==> src/rtl/wave_mixer_pkg.sv <==
package wave_mixer_pkg;
    localparam int SEL_TRI   = 0;
    localparam int SEL_SAW   = 1;
    localparam int SEL_PULSE = 2;
    localparam int SEL_NOISE = 3;
    localparam int NUM_SRC   = 4;
endpackage

==> src/rtl/wave_shaper.sv <==
module wave_shaper #(
    parameter int ACC_W = 24,
    parameter int OUT_W = 12
) (
    input  logic [ACC_W-1:0] acc_i,
    input  logic             flip_i,
    output logic [OUT_W-1:0] saw_o,
    output logic [OUT_W-1:0] tri_o
);
    logic [OUT_W-1:0] top;
    logic             fold;

    always_comb begin
        top   = acc_i[ACC_W-1 -: OUT_W];
        fold  = top[OUT_W-1] ^ flip_i;
        saw_o = top;
        tri_o = {(fold ? ~top[OUT_W-2:0] : top[OUT_W-2:0]), 1'b0};
    end
endmodule

==> src/rtl/wave_pulse_cmp.sv <==
module wave_pulse_cmp #(
    parameter int ACC_W = 24,
    parameter int OUT_W = 12
) (
    input  logic [ACC_W-1:0] acc_i,
    input  logic [OUT_W-1:0] pw_i,
    output logic             ge_o
);
    always_comb ge_o = (acc_i[ACC_W-1 -: OUT_W] >= pw_i);
endmodule

==> src/rtl/wave_combiner.sv <==
module wave_combiner #(
    parameter int OUT_W = 12,
    parameter int N_SRC = 4
) (
    input  logic [N_SRC-1:0][OUT_W-1:0] src_i,
    input  logic [N_SRC-1:0]            sel_i,
    output logic [OUT_W-1:0]            mix_o
);
    logic [N_SRC-1:0][OUT_W-1:0] masked;

    for (genvar g = 0; g < N_SRC; g++) begin : g_mask
        assign masked[g] = sel_i[g] ? src_i[g] : {OUT_W{1'b1}};
    end

    always_comb begin
        mix_o = {OUT_W{1'b1}};
        for (int i = 0; i < N_SRC; i++) mix_o = mix_o & masked[i];
    end
endmodule

==> src/rtl/wave_mixer.sv <==
module wave_mixer
    import wave_mixer_pkg::*;
#(
    parameter int ACC_W        = 24,
    parameter int OUT_W        = 12,
    parameter int FLOAT_CYCLES = 1024
) (
    input  logic             clk,
    input  logic             rst_n,
    input  logic [ACC_W-1:0] acc_i,
    input  logic             ring_src_msb_i,
    input  logic             ring_en_i,
    input  logic             test_i,
    input  logic [OUT_W-1:0] pw_i,
    input  logic [OUT_W-1:0] noise_i,
    input  logic [NUM_SRC-1:0] sel_i,
    output logic [OUT_W-1:0] wave_o
);
    localparam int TTL_W = $clog2(FLOAT_CYCLES + 1);

    typedef struct packed {
        logic [OUT_W-1:0] wave;
        logic             pulse;
        logic [TTL_W-1:0] ttl;
    } state_t;

    state_t state_d, state_q;

    logic [OUT_W-1:0]              saw_w, tri_w, pulse_w, mix_w;
    logic                          ge_w;
    logic [NUM_SRC-1:0][OUT_W-1:0] src_w;

    wave_shaper #(.ACC_W(ACC_W), .OUT_W(OUT_W)) u_shaper (
        .acc_i  (acc_i),
        .flip_i (ring_en_i & ring_src_msb_i),
        .saw_o  (saw_w),
        .tri_o  (tri_w)
    );

    wave_pulse_cmp #(.ACC_W(ACC_W), .OUT_W(OUT_W)) u_cmp (
        .acc_i (acc_i),
        .pw_i  (pw_i),
        .ge_o  (ge_w)
    );

    always_comb begin
        pulse_w          = {OUT_W{test_i | state_q.pulse}};
        src_w[SEL_TRI]   = tri_w;
        src_w[SEL_SAW]   = saw_w;
        src_w[SEL_PULSE] = pulse_w;
        src_w[SEL_NOISE] = noise_i;
    end

    wave_combiner #(.OUT_W(OUT_W), .N_SRC(NUM_SRC)) u_comb (
        .src_i (src_w),
        .sel_i (sel_i),
        .mix_o (mix_w)
    );

    always_comb begin
        state_d       = state_q;
        state_d.pulse = ge_w;
        if (sel_i != '0) begin
            state_d.wave = mix_w;
            state_d.ttl  = TTL_W'(FLOAT_CYCLES);
        end else if (state_q.ttl != '0) begin
            state_d.ttl = state_q.ttl - TTL_W'(1);
            if (state_q.ttl == TTL_W'(1)) state_d.wave = '0;
        end
    end

    always_ff @(posedge clk or negedge rst_n) begin
        if (!rst_n) state_q <= '0;
        else        state_q <= state_d;
    end

    assign wave_o = state_q.wave;
endmodule

==> config.mk <==
export PLATFORM = sky130hd
export DESIGN_NAME = wave_mixer
export DESIGN_NICKNAME = d
export VERILOG_FILES = /design/src/rtl/wave_mixer_pkg.sv /design/src/rtl/wave_shaper.sv /design/src/rtl/wave_pulse_cmp.sv /design/src/rtl/wave_combiner.sv /design/src/rtl/wave_mixer.sv
export SDC_FILE = /design/constraint.sdc
export NUM_CORES = 1
export LEC_CHECK = 0
export CELL_PAD_IN_SITES_DETAIL_PLACEMENT = 0
export CELL_PAD_IN_SITES_GLOBAL_PLACEMENT = 1
export CORE_MARGIN = 3
export CORE_UTILIZATION = 48
export DETAILED_ROUTE_END_ITERATION = 10
export DONT_BUFFER_PORTS = 1
export GPL_ROUTABILITY_DRIVEN = 1
export PLACE_DENSITY = 0.93
export SETUP_SLACK_MARGIN = 0.1
export SLEW_MARGIN = 20
export SYNTH_ARGS = -nofsm -noshare
export SYNTH_HDL_FRONTEND = slang
export SYNTH_SLANG_ARGS = --single-unit
==> constraint.sdc <==
create_clock -name clk -period 4.35 [get_ports clk]
set_clock_uncertainty 0.1 [all_clocks]
set_input_delay 0.6525 -clock clk [delete_from_list [all_inputs] [get_ports clk]]
set_output_delay 0.6525 -clock clk [all_outputs]
set_load 0.005 [all_outputs]
==> flow_summary_export.csv, run 1 <==
group,metric,value,unit
detailed_routing,dr.pass1.iters,4,
yosys,async_flop_share,100,%
global_route,grt_pass1_wl,7300,µm
yosys,synth-adder-area-share,9.54,%
timing,finalCritPeriodShare,46.9,%
timing,fin_setup_tns,0,ns
worst_setup_path,crit_required,4.41,ns
cts,cts_buffers,3,
timing,final_max_slew_viol_count,0,
floorplanning,rows,21,
status,outcome,"finished, final reports clean",
detailed_routing,vias_per_cell,6.18,
min_path,hold_class,"in -> async",
detailed_routing,post-route-drc-count,0,
cts,h-tree-depth,1,
yosys,synth_compound_area_share,20.9,%
finish,nNetsFinal,270,
timing,hold_viol_final,0,
finish,area_growth,0.886,%
floorplanning,die_area,4600,µm²
timing,grt_setup_unrepaired,"false",
global_route,grt_max_degree,26,
power,irDropWorstVdd,210,µV
yosys,synth_edf_count,0,
timing,fmax,0.490,GHz
detailed_routing,vias,1507,
yosys,synth_mux_area_share,0.545,%
global_route,grt_pass1_vias,1550,
finish,fin_util,53.0,%
power,p_per_area,304,nW/µm²
yosys,synth_cell_types,36,
timing,fin_ws,2.31,ns
power,power.leakage,0.000890,µW
worst_setup_path,r2r-start,"state_q[9]",
global_route,antenna_found_initial,0,
cts,cts_root_buf,"clkbuf_8",
worst_setup_path,cp.arrival,2.10,ns
yosys,yosys.area_share.simple,18.6,%
job,max_cap_viol_count,0,
cts,clkSinkCount,24,
yosys,synth_xor_area_share,2.86,%
cts,clock_path_buffers,2,
detailed_routing,drt-wirelength-per-cell,17.7,µm
worst_setup_path,startpoint_type,"input pin",
worst_setup_path,path_class,"in -> reg",
yosys,synth_top_area_share,32.7,%
yosys,syn_nets,286,
yosys,synthCells,215,
detailed_routing,drt_wl_total,4320,µm
timing,worst_slew_pin_slew,1.01,ns
yosys,avgSynthCellArea,8.54,µm²
yosys,synthTopCellsByArea,"dfrtp_1, ha_1, inv_1",
yosys,synth.ff_latch_count,24,
placed_design,dp_slack,2.04,ns
worst_setup_path,r2r-end,"wave_o[10]",
cts,tritoncts,"yes",
detailed_routing,dr.first_iter.drc_count,85,
finish,mostFrequentLayoutCell,"inv_1",
timing,layout_min_cycle_time,2.04,ns
yosys,seq_area_frac_synth,32.7,%
yosys,synth_top_cell_by_area,"dfrtp_1",
floorplanning,dieHeight,67.8,µm
timing,setup_viol,0,
placed_design,hpwlAfterDp,3290,µm
worst_setup_path,r2r_slack,2.38,ns
floorplanning,core_area,3490,µm²
finish,diodes,0,
floorplanning,io_pins,69,
cts,path_clk_slew,0.09,ns
detailed_routing,final_antenna_net_count,0,
timing,hold_slack,0.0838,ns
placed_design,portBuffers,0,
finish,final_cell_mix,"inv_1, nand3_1, dfrtp_1, nor2_1, ha_1",
floorplanning,die_w,67.8,µm
global_route,overflow,0,
floorplanning,start_util,52.5,%
yosys,synth-main-ff-cell,"dfrtp_1",
yosys,ys_warn_count,0,
worst_setup_path,crit_path_end_kind,"flip-flop",
yosys,synth_top_family_by_area,"compound AO/OA/AOI/OAI gates",
global_route,grt_usage,20.8,%
placed_design,place_congestion,0.819,
yosys,syn_area,1840,µm²
cts,clk_latency,0.27,ns
worst_setup_path,crit_fanout,14,
finish,drive_above_1_share,7.07,%
worst_setup_path,rr_worst_depth,4,
timing,slew_headroom,32.1,%
layer usage:
metal  up-vias  part of all wire (%)  GRT usage [%]
met5         -                     0              0
met4         0                  0.39           3.97
met3         2                   5.1           5.42
met2        38                    54           36.7
met1       749                    40           25.8
li1        718                     -              -
kinds of logic (layout without fill, tap and decap cells):
kind of cell               after synthesis  in the layout
xor gates and xnor gates                 6              6
and+or+nand+nor                         64             64
AOI/OAI and AO/OA                       47             47
adders and majority gates               14             14
DFF                                     24             24
buffers and inverters                   59             42
muxes                                    1              1
stage by stage:
stage / instance area (µm²) / total power, µW / instances
6_report: 1850 / 563 / 244
5_1_grt: 1850 / 598 / 244
3_3_place_gp: 1760 / 363 / 239
4_1_cts: 1850 / 572 / 244
2_1_floorplan: 1840 / 369 / 215
3_5_place_dp: 1760 / 368 / 239
final cells by class:
class | instances | area (µm²)
clock buffers | 3 | 41.3
clock inverters | 1 | 30.0
fillers | 333 | 1640
inverters | 37 | 139
multi-input cells | 132 | 963
flip-flops and latches | 24 | 601
well taps | 46 | 57.6
repair buffers | 1 | 20.0
synthesized netlist by cell type, types with 2 or more instances:
| library cell | count |
|---|---|
| o21ai_0 | 5 |
| nand2_1 | 7 |
| dfrtp_1 | 24 |
| or4_1 | 3 |
| a21oi_1 | 5 |
| nand4_1 | 2 |
| ha_1 | 14 |
| nand3_1 | 24 |
| a32o_1 | 11 |
| nand2b_1 | 2 |
| nor4_2 | 2 |
| buf_4 | 13 |
| a21o_1 | 2 |
| a221oi_1 | 11 |
| clkbuf_1 | 8 |
| inv_1 | 37 |
| a211oi_1 | 5 |
| nor2_1 | 15 |
| xnor2_1 | 6 |
| nor2b_1 | 3 |
worst max-delay path, stage by stage:
cell      delay [ns]
or4_1           0.73
o21ai_2         0.33
a221oi_1        0.13
a32o_1          0.25
repair_timing:
item / 4_1_cts / 5_1_grt
endpoints found under the hold margin: 24 / 0
setup buffers: 0 / 0
resized for setup: 0 / 0
hold buffers: 1 / 0
setup endpoints to repair: 0 / 0
flip-flops by register name (all words and copies together) (netlist names):
name,flops
wave_o,12
state_q,12
report_power, final:
group	switching, µW	internal (µW)	total, µW
combinational	57.9	53.3	111
clock	71.1	123	194
sequential	17.2	241	258
worst max-delay path by stage:
stage | start | endpoint | slack [ns] | cells after the start
global route | state_q[9] | wave_o[10] | 2.24 | 4
detailed placement | sel_i[1] | wave_o[7] | 2.04 | 4
global placement | sel_i[1] | wave_o[8] | 2.07 | 4
floorplan | sel_i[0] | wave_o[10] | 2.27 | 6
CTS | sel_i[1] | wave_o[7] | 2.32 | 4
finish | sel_i[1] | wave_o[7] | 2.31 | 4
(Power assumes the default switching activity.)
==> inputs of run 2 (changes only) <==
- CORE_UTILIZATION: 48 -> 45
- PLACE_DENSITY: 0.93 -> 0.88
- clock period: 4.35 -> 2.13 ns (I/O delays scaled with it)
==> flow_summary_export.csv, run 2 (synthesized netlist as in run 1, its figures left out) <==
group,metric,value,unit
status,outcome,"finished, final reports clean",
power,clkPwrFrac,29.7,%
power,power.internal,770,µW
finish,area_growth,2.32,%
finish,fillers,384,
finish,multi_input_comb_area,963,µm²
job,max_cap_viol_count,0,
cts,clock_path_buffers,2,
worst_setup_path,cp.arrival,1.95,ns
worst_setup_path,crit_fanout,5,
detailed_routing,drt_wl_total,4170,µm
cts,cts_root_buf,"clkbuf_8",
cts,clk_latency,0.27,ns
finish,drive_above_1_share,8.87,%
timing,worst_slew_pin_slew,0.957,ns
detailed_routing,vias,1506,
power,power.leakage,0.000906,µW
timing,grt_setup_unrepaired,"false",
min_path,min_from,"sel_i[0]",
worst_setup_path,crit_path_end_kind,"flip-flop",
timing,slew_headroom,35.8,%
global_route,overflow,0,
floorplanning,die_w,69.9,µm
timing,hold_viol_final,0,
placed_design,portBuffers,0,
global_route,grt_pass1_vias,1509,
global_route,antenna_found_initial,0,
timing,fmax,0.530,GHz
cts,path_clk_slew,0.09,ns
worst_setup_path,path_class,"reg -> reg",
floorplanning,dieHeight,69.9,µm
worst_setup_path,worstPathCellList,"or4_4, or3_4, o31ai_2, nand2_1",
worst_setup_path,r2r-start,"state_q[4]",
floorplanning,core_area,3800,µm²
finish,nNetsFinal,275,
detailed_routing,dr.pass1.iters,4,
worst_setup_path,critPathTopFamily,"simple AND/OR/NAND/NOR gates",
cts,h-tree-depth,1,
power,p_per_area,571,nW/µm²
finish,final_cell_mix,"inv_1, nand3_1, dfrtp_1, nor2_1, ha_1",
global_route,grt_usage,17.5,%
detailed_routing,dr.first_iter.drc_count,104,
floorplanning,io_pins,69,
cts,clkSinkCount,24,
floorplanning,rows,22,
placed_design,place_congestion,0.792,
finish,diodes,0,
worst_setup_path,startpoint,"state_q[4]",
timing,finalCritPeriodShare,88.6,%
worst_setup_path,critical_path_buf_inv_count,0,
global_route,grt_max_degree,26,
power,irDropWorstVdd,267,µV
cts,cts_setup_buffers,0,
detailed_routing,final_antenna_net_count,0,
power,pwr-share-comb,21.1,%
global_route,grt_pass1_wl,7050,µm
detailed_routing,drt-wirelength-per-cell,16.6,µm
placed_design,hpwlAfterDp,3190,µm
timing,setup_viol,0,
worst_setup_path,slowest_delay,0.58,ns
detailed_routing,vias_per_cell,6.00,
worst_setup_path,slowest_stage,"or4_4",
power,sequentialPowerShare,49.2,%
cts,tritoncts,"yes",
timing,final_max_slew_viol_count,0,
power,p_switching,302,µW
finish,mostFrequentLayoutCell,"inv_1",
min_path,hold_class,"in -> reg",
timing,fin_setup_tns,0,ns
detailed_routing,post-route-drc-count,0,
finish,seq_area,601,µm²
power,p_sw_share,28.2,%
worst_setup_path,crit_required,2.19,ns
worst_setup_path,startpoint_type,"flip-flop",
floorplanning,die_area,4880,µm²
floorplanning,start_util,48.3,%
timing,layout_min_cycle_time,1.89,ns
cts,cts_buffers,3,
power,power,1070,µW
-- run 2: final timing paths --
| check | end | slack, ns | depth (start not counted) |
|---|---|---|---|
| setup reg to reg | state_q[10] | 0.24 | 4 |
| setup / recovery | state_q[10] | 0.24 | 4 |
| hold reg to reg | wave_o[0] | 0.43 | 1 |
| min in group asynchronous | state_q[5] | 0.36 | 2 |
| max in group asynchronous | wave_o[7] | 1.42 | 2 |
| hold / removal | wave_o[0] | 0.15 | 3 |
-- run 2: power groups by stage --
stage	Sequential [µW]	Clock [µW]	Combinational, µW
final	527	318	227
after detailed placement	538	0	213
after CTS	529	323	230
after floorplan	519	0	235
after global routing	532	344	260
after global placement	537	0	211
-- run 2: layer usage --
layer / track usage (%) / up-vias / wire length [µm]
met5: 0 / - / 0
met4: 7.87 / 0 / 89
met3: 4.17 / 8 / 224
met2: 27.9 / 46 / 1970
met1: 22.3 / 717 / 1880
li1: - / 735 / -
-- run 2: stage by stage --
step                      instance area [µm²]  hold WS, ns  setup slack [ns]  util, %  instances
final                                    1880        0.152             0.242     49.4        251
after global placement                   1790      -0.0754             0.279     47.2        245
after CTS                                1880        0.141             0.243     49.4        251
after floorplan                          1840      -0.0761             0.313        -        215
after global routing                     1880        0.152             0.205     49.4        251
after detailed placement                 1790      -0.0754             0.257     47.2        245
-- run 2: repair_timing --
| action | CTS | global route |
|---|---|---|
| resized for setup | 0 | 0 |
| hold buffers | 2 | 0 |
| hold endpoints to repair | 24 | 0 |
-- run 2: cell type report --
type / instances / area share [%]
clock buffer: 4 / 2.93
timing repair buffer: 6 / 3.20
multi-input combinational: 132 / 51.3
inverter: 37 / 7.40
tap: 48 / 3.20
sequential: 24 / 32.0
-- run 2: tightest hold or removal path, cell delays in order --
cell       delay, ns
a21oi_1         0.03
o21ai_0         0.07
o2bb2ai_1       0.06
==> inputs of run 3 (changes only) <==
- REMOVE_ABC_BUFFERS: not set -> 1
==> flow_summary_export.csv, run 3 (synthesized netlist as in run 1, its figures left out) <==
group,metric,value,unit
cts,clock_path_buffers,2,
placed_design,dpl_cell_area,1790,µm²
finish,fin_area,1880,µm²
timing,grt_setup_unrepaired,"false",
finish,fin_util,49.4,%
worst_setup_path,crit_fanout,5,
detailed_routing,drt_wl_total,4170,µm
worst_setup_path,r2r_slack,0.24,ns
cts,cts_root_buf,"clkbuf_8",
worst_setup_path,worstPathCellList,"or4_4, or3_4, o31ai_2, nand2_1",
finish,mostFrequentLayoutCell,"inv_1",
global_route,grt_pass1_vias,1442,
floorplanning,start_util,48.3,%
detailed_routing,post-route-drc-count,0,
detailed_routing,dr.pass1.iters,4,
power,irDropWorstVdd,288,µV
timing,worst_slew_pin_slew,1.00,ns
worst_setup_path,crit_required,2.19,ns
worst_setup_path,slowest_stage,"or4_4",
worst_setup_path,r2r-end,"state_q[10]",
power,p_per_area,567,nW/µm²
min_path,hold_class,"in -> reg",
job,max_cap_viol_count,0,
cts,path_clk_slew,0.08,ns
floorplanning,io_pins,69,
finish,drive_above_1_share,8.87,%
worst_setup_path,crit_path_end_kind,"flip-flop",
timing,fin_ws,0.240,ns
timing,final_max_slew_viol_count,0,
finish,fillers,360,
floorplanning,rows,22,
finish,nNetsFinal,275,
timing,finalCritPeriodShare,88.7,%
cts,cts_setup_buffers,0,
cts,holdBufCountCts,2,
worst_setup_path,startpoint,"state_q[4]",
floorplanning,die_w,69.9,µm
timing,slew_headroom,32.6,%
finish,area_growth,2.32,%
floorplanning,core_area,3800,µm²
timing,setup_viol,0,
min_path,whs_endpoint,"wave_o[0]",
finish,final_cell_mix,"inv_1, nand3_1, dfrtp_1, nor2_1, ha_1",
worst_setup_path,r2r-start,"state_q[4]",
worst_setup_path,path_class,"reg -> reg",
detailed_routing,drt-wirelength-per-cell,16.6,µm
worst_setup_path,cp.arrival,1.95,ns
cts,clkSinkCount,24,
global_route,grt_usage,17.4,%
timing,hold_viol_final,0,
timing,layout_min_cycle_time,1.89,ns
min_path,min_from,"sel_i[0]",
detailed_routing,dr.first_iter.drc_count,152,
detailed_routing,vias,1487,
placed_design,dp_slack,0.234,ns
worst_setup_path,slowest_delay,0.58,ns
min_path,hold_path_depth,3,
detailed_routing,vias_per_cell,5.92,
detailed_routing,final_antenna_net_count,0,
power,power.leakage,0.000906,µW
floorplanning,die_area,4880,µm²
finish,diodes,0,
placed_design,hpwlAfterDp,3120,µm
global_route,grt_max_degree,26,
power,power,1060,µW
global_route,grt_pass1_wl,6940,µm
cts,postCtsResizedCells,0,
cts,h-tree-depth,1,
worst_setup_path,startpoint_type,"flip-flop",
timing,fin_setup_tns,0,ns
cts,clk_latency,0.26,ns
worst_setup_path,rr_worst_depth,4,
status,outcome,"finished, final reports clean",
floorplanning,dieHeight,69.9,µm
global_route,overflow,0,
cts,cts_buffers,3,
placed_design,place_congestion,0.806,
cts,tritoncts,"yes",
timing,fmax,0.529,GHz
global_route,antenna_found_initial,0,
placed_design,portBuffers,0,
run 3: area by class of cell:
cell class              instances  area [µm²]  share of cell area (%)
repair buffers                  6        60.1                    3.20
inverters                      37         139                    7.40
clock buffers                   4        55.1                    2.93
multi-input cells             132         963                    51.3
well taps                      48        60.1                    3.20
flip-flops and latches         24         601                    32.0
run 3: metal layers:
| layer | up-vias | GRT usage, % | part of all wire, % |
|---|---|---|---|
| met5 | - | 0 | 0 |
| met4 | 0 | 4.47 | 1.0 |
| met3 | 4 | 4.17 | 6.0 |
| met2 | 54 | 25.8 | 46 |
| met1 | 700 | 25.2 | 47 |
| li1 | 729 | - | - |
run 3: worst max-delay path by stage:
stage                  endpoint  slack [ns]  cells past startpoint
floorplan           state_q[10]        0.31                      4
global placement      wave_o[6]        0.24                      4
detailed placement    wave_o[6]        0.23                      4
CTS                 state_q[10]        0.23                      4
global route          wave_o[7]        0.18                      6
finish              state_q[10]        0.24                      4
run 3: critical path: cells and delay by family (launching register included):
kind,cells,cell delay [ns]
flip-flops,1,0.44
AND/OR/NAND/NOR,3,1.06
AO/OA/AOI/OAI,1,0.18
run 3: report_power, final:
part           internal [µW]  switching [µW]
sequential               492            34.3
clock                    165             144
combinational            114             116
run 3: through the flow:
step	hold WS, ns	cells
global route	0.164	251
CTS	0.123	251
finish	0.137	251
global placement	-0.0755	245
detailed placement	-0.0754	245
floorplan	-0.0761	193
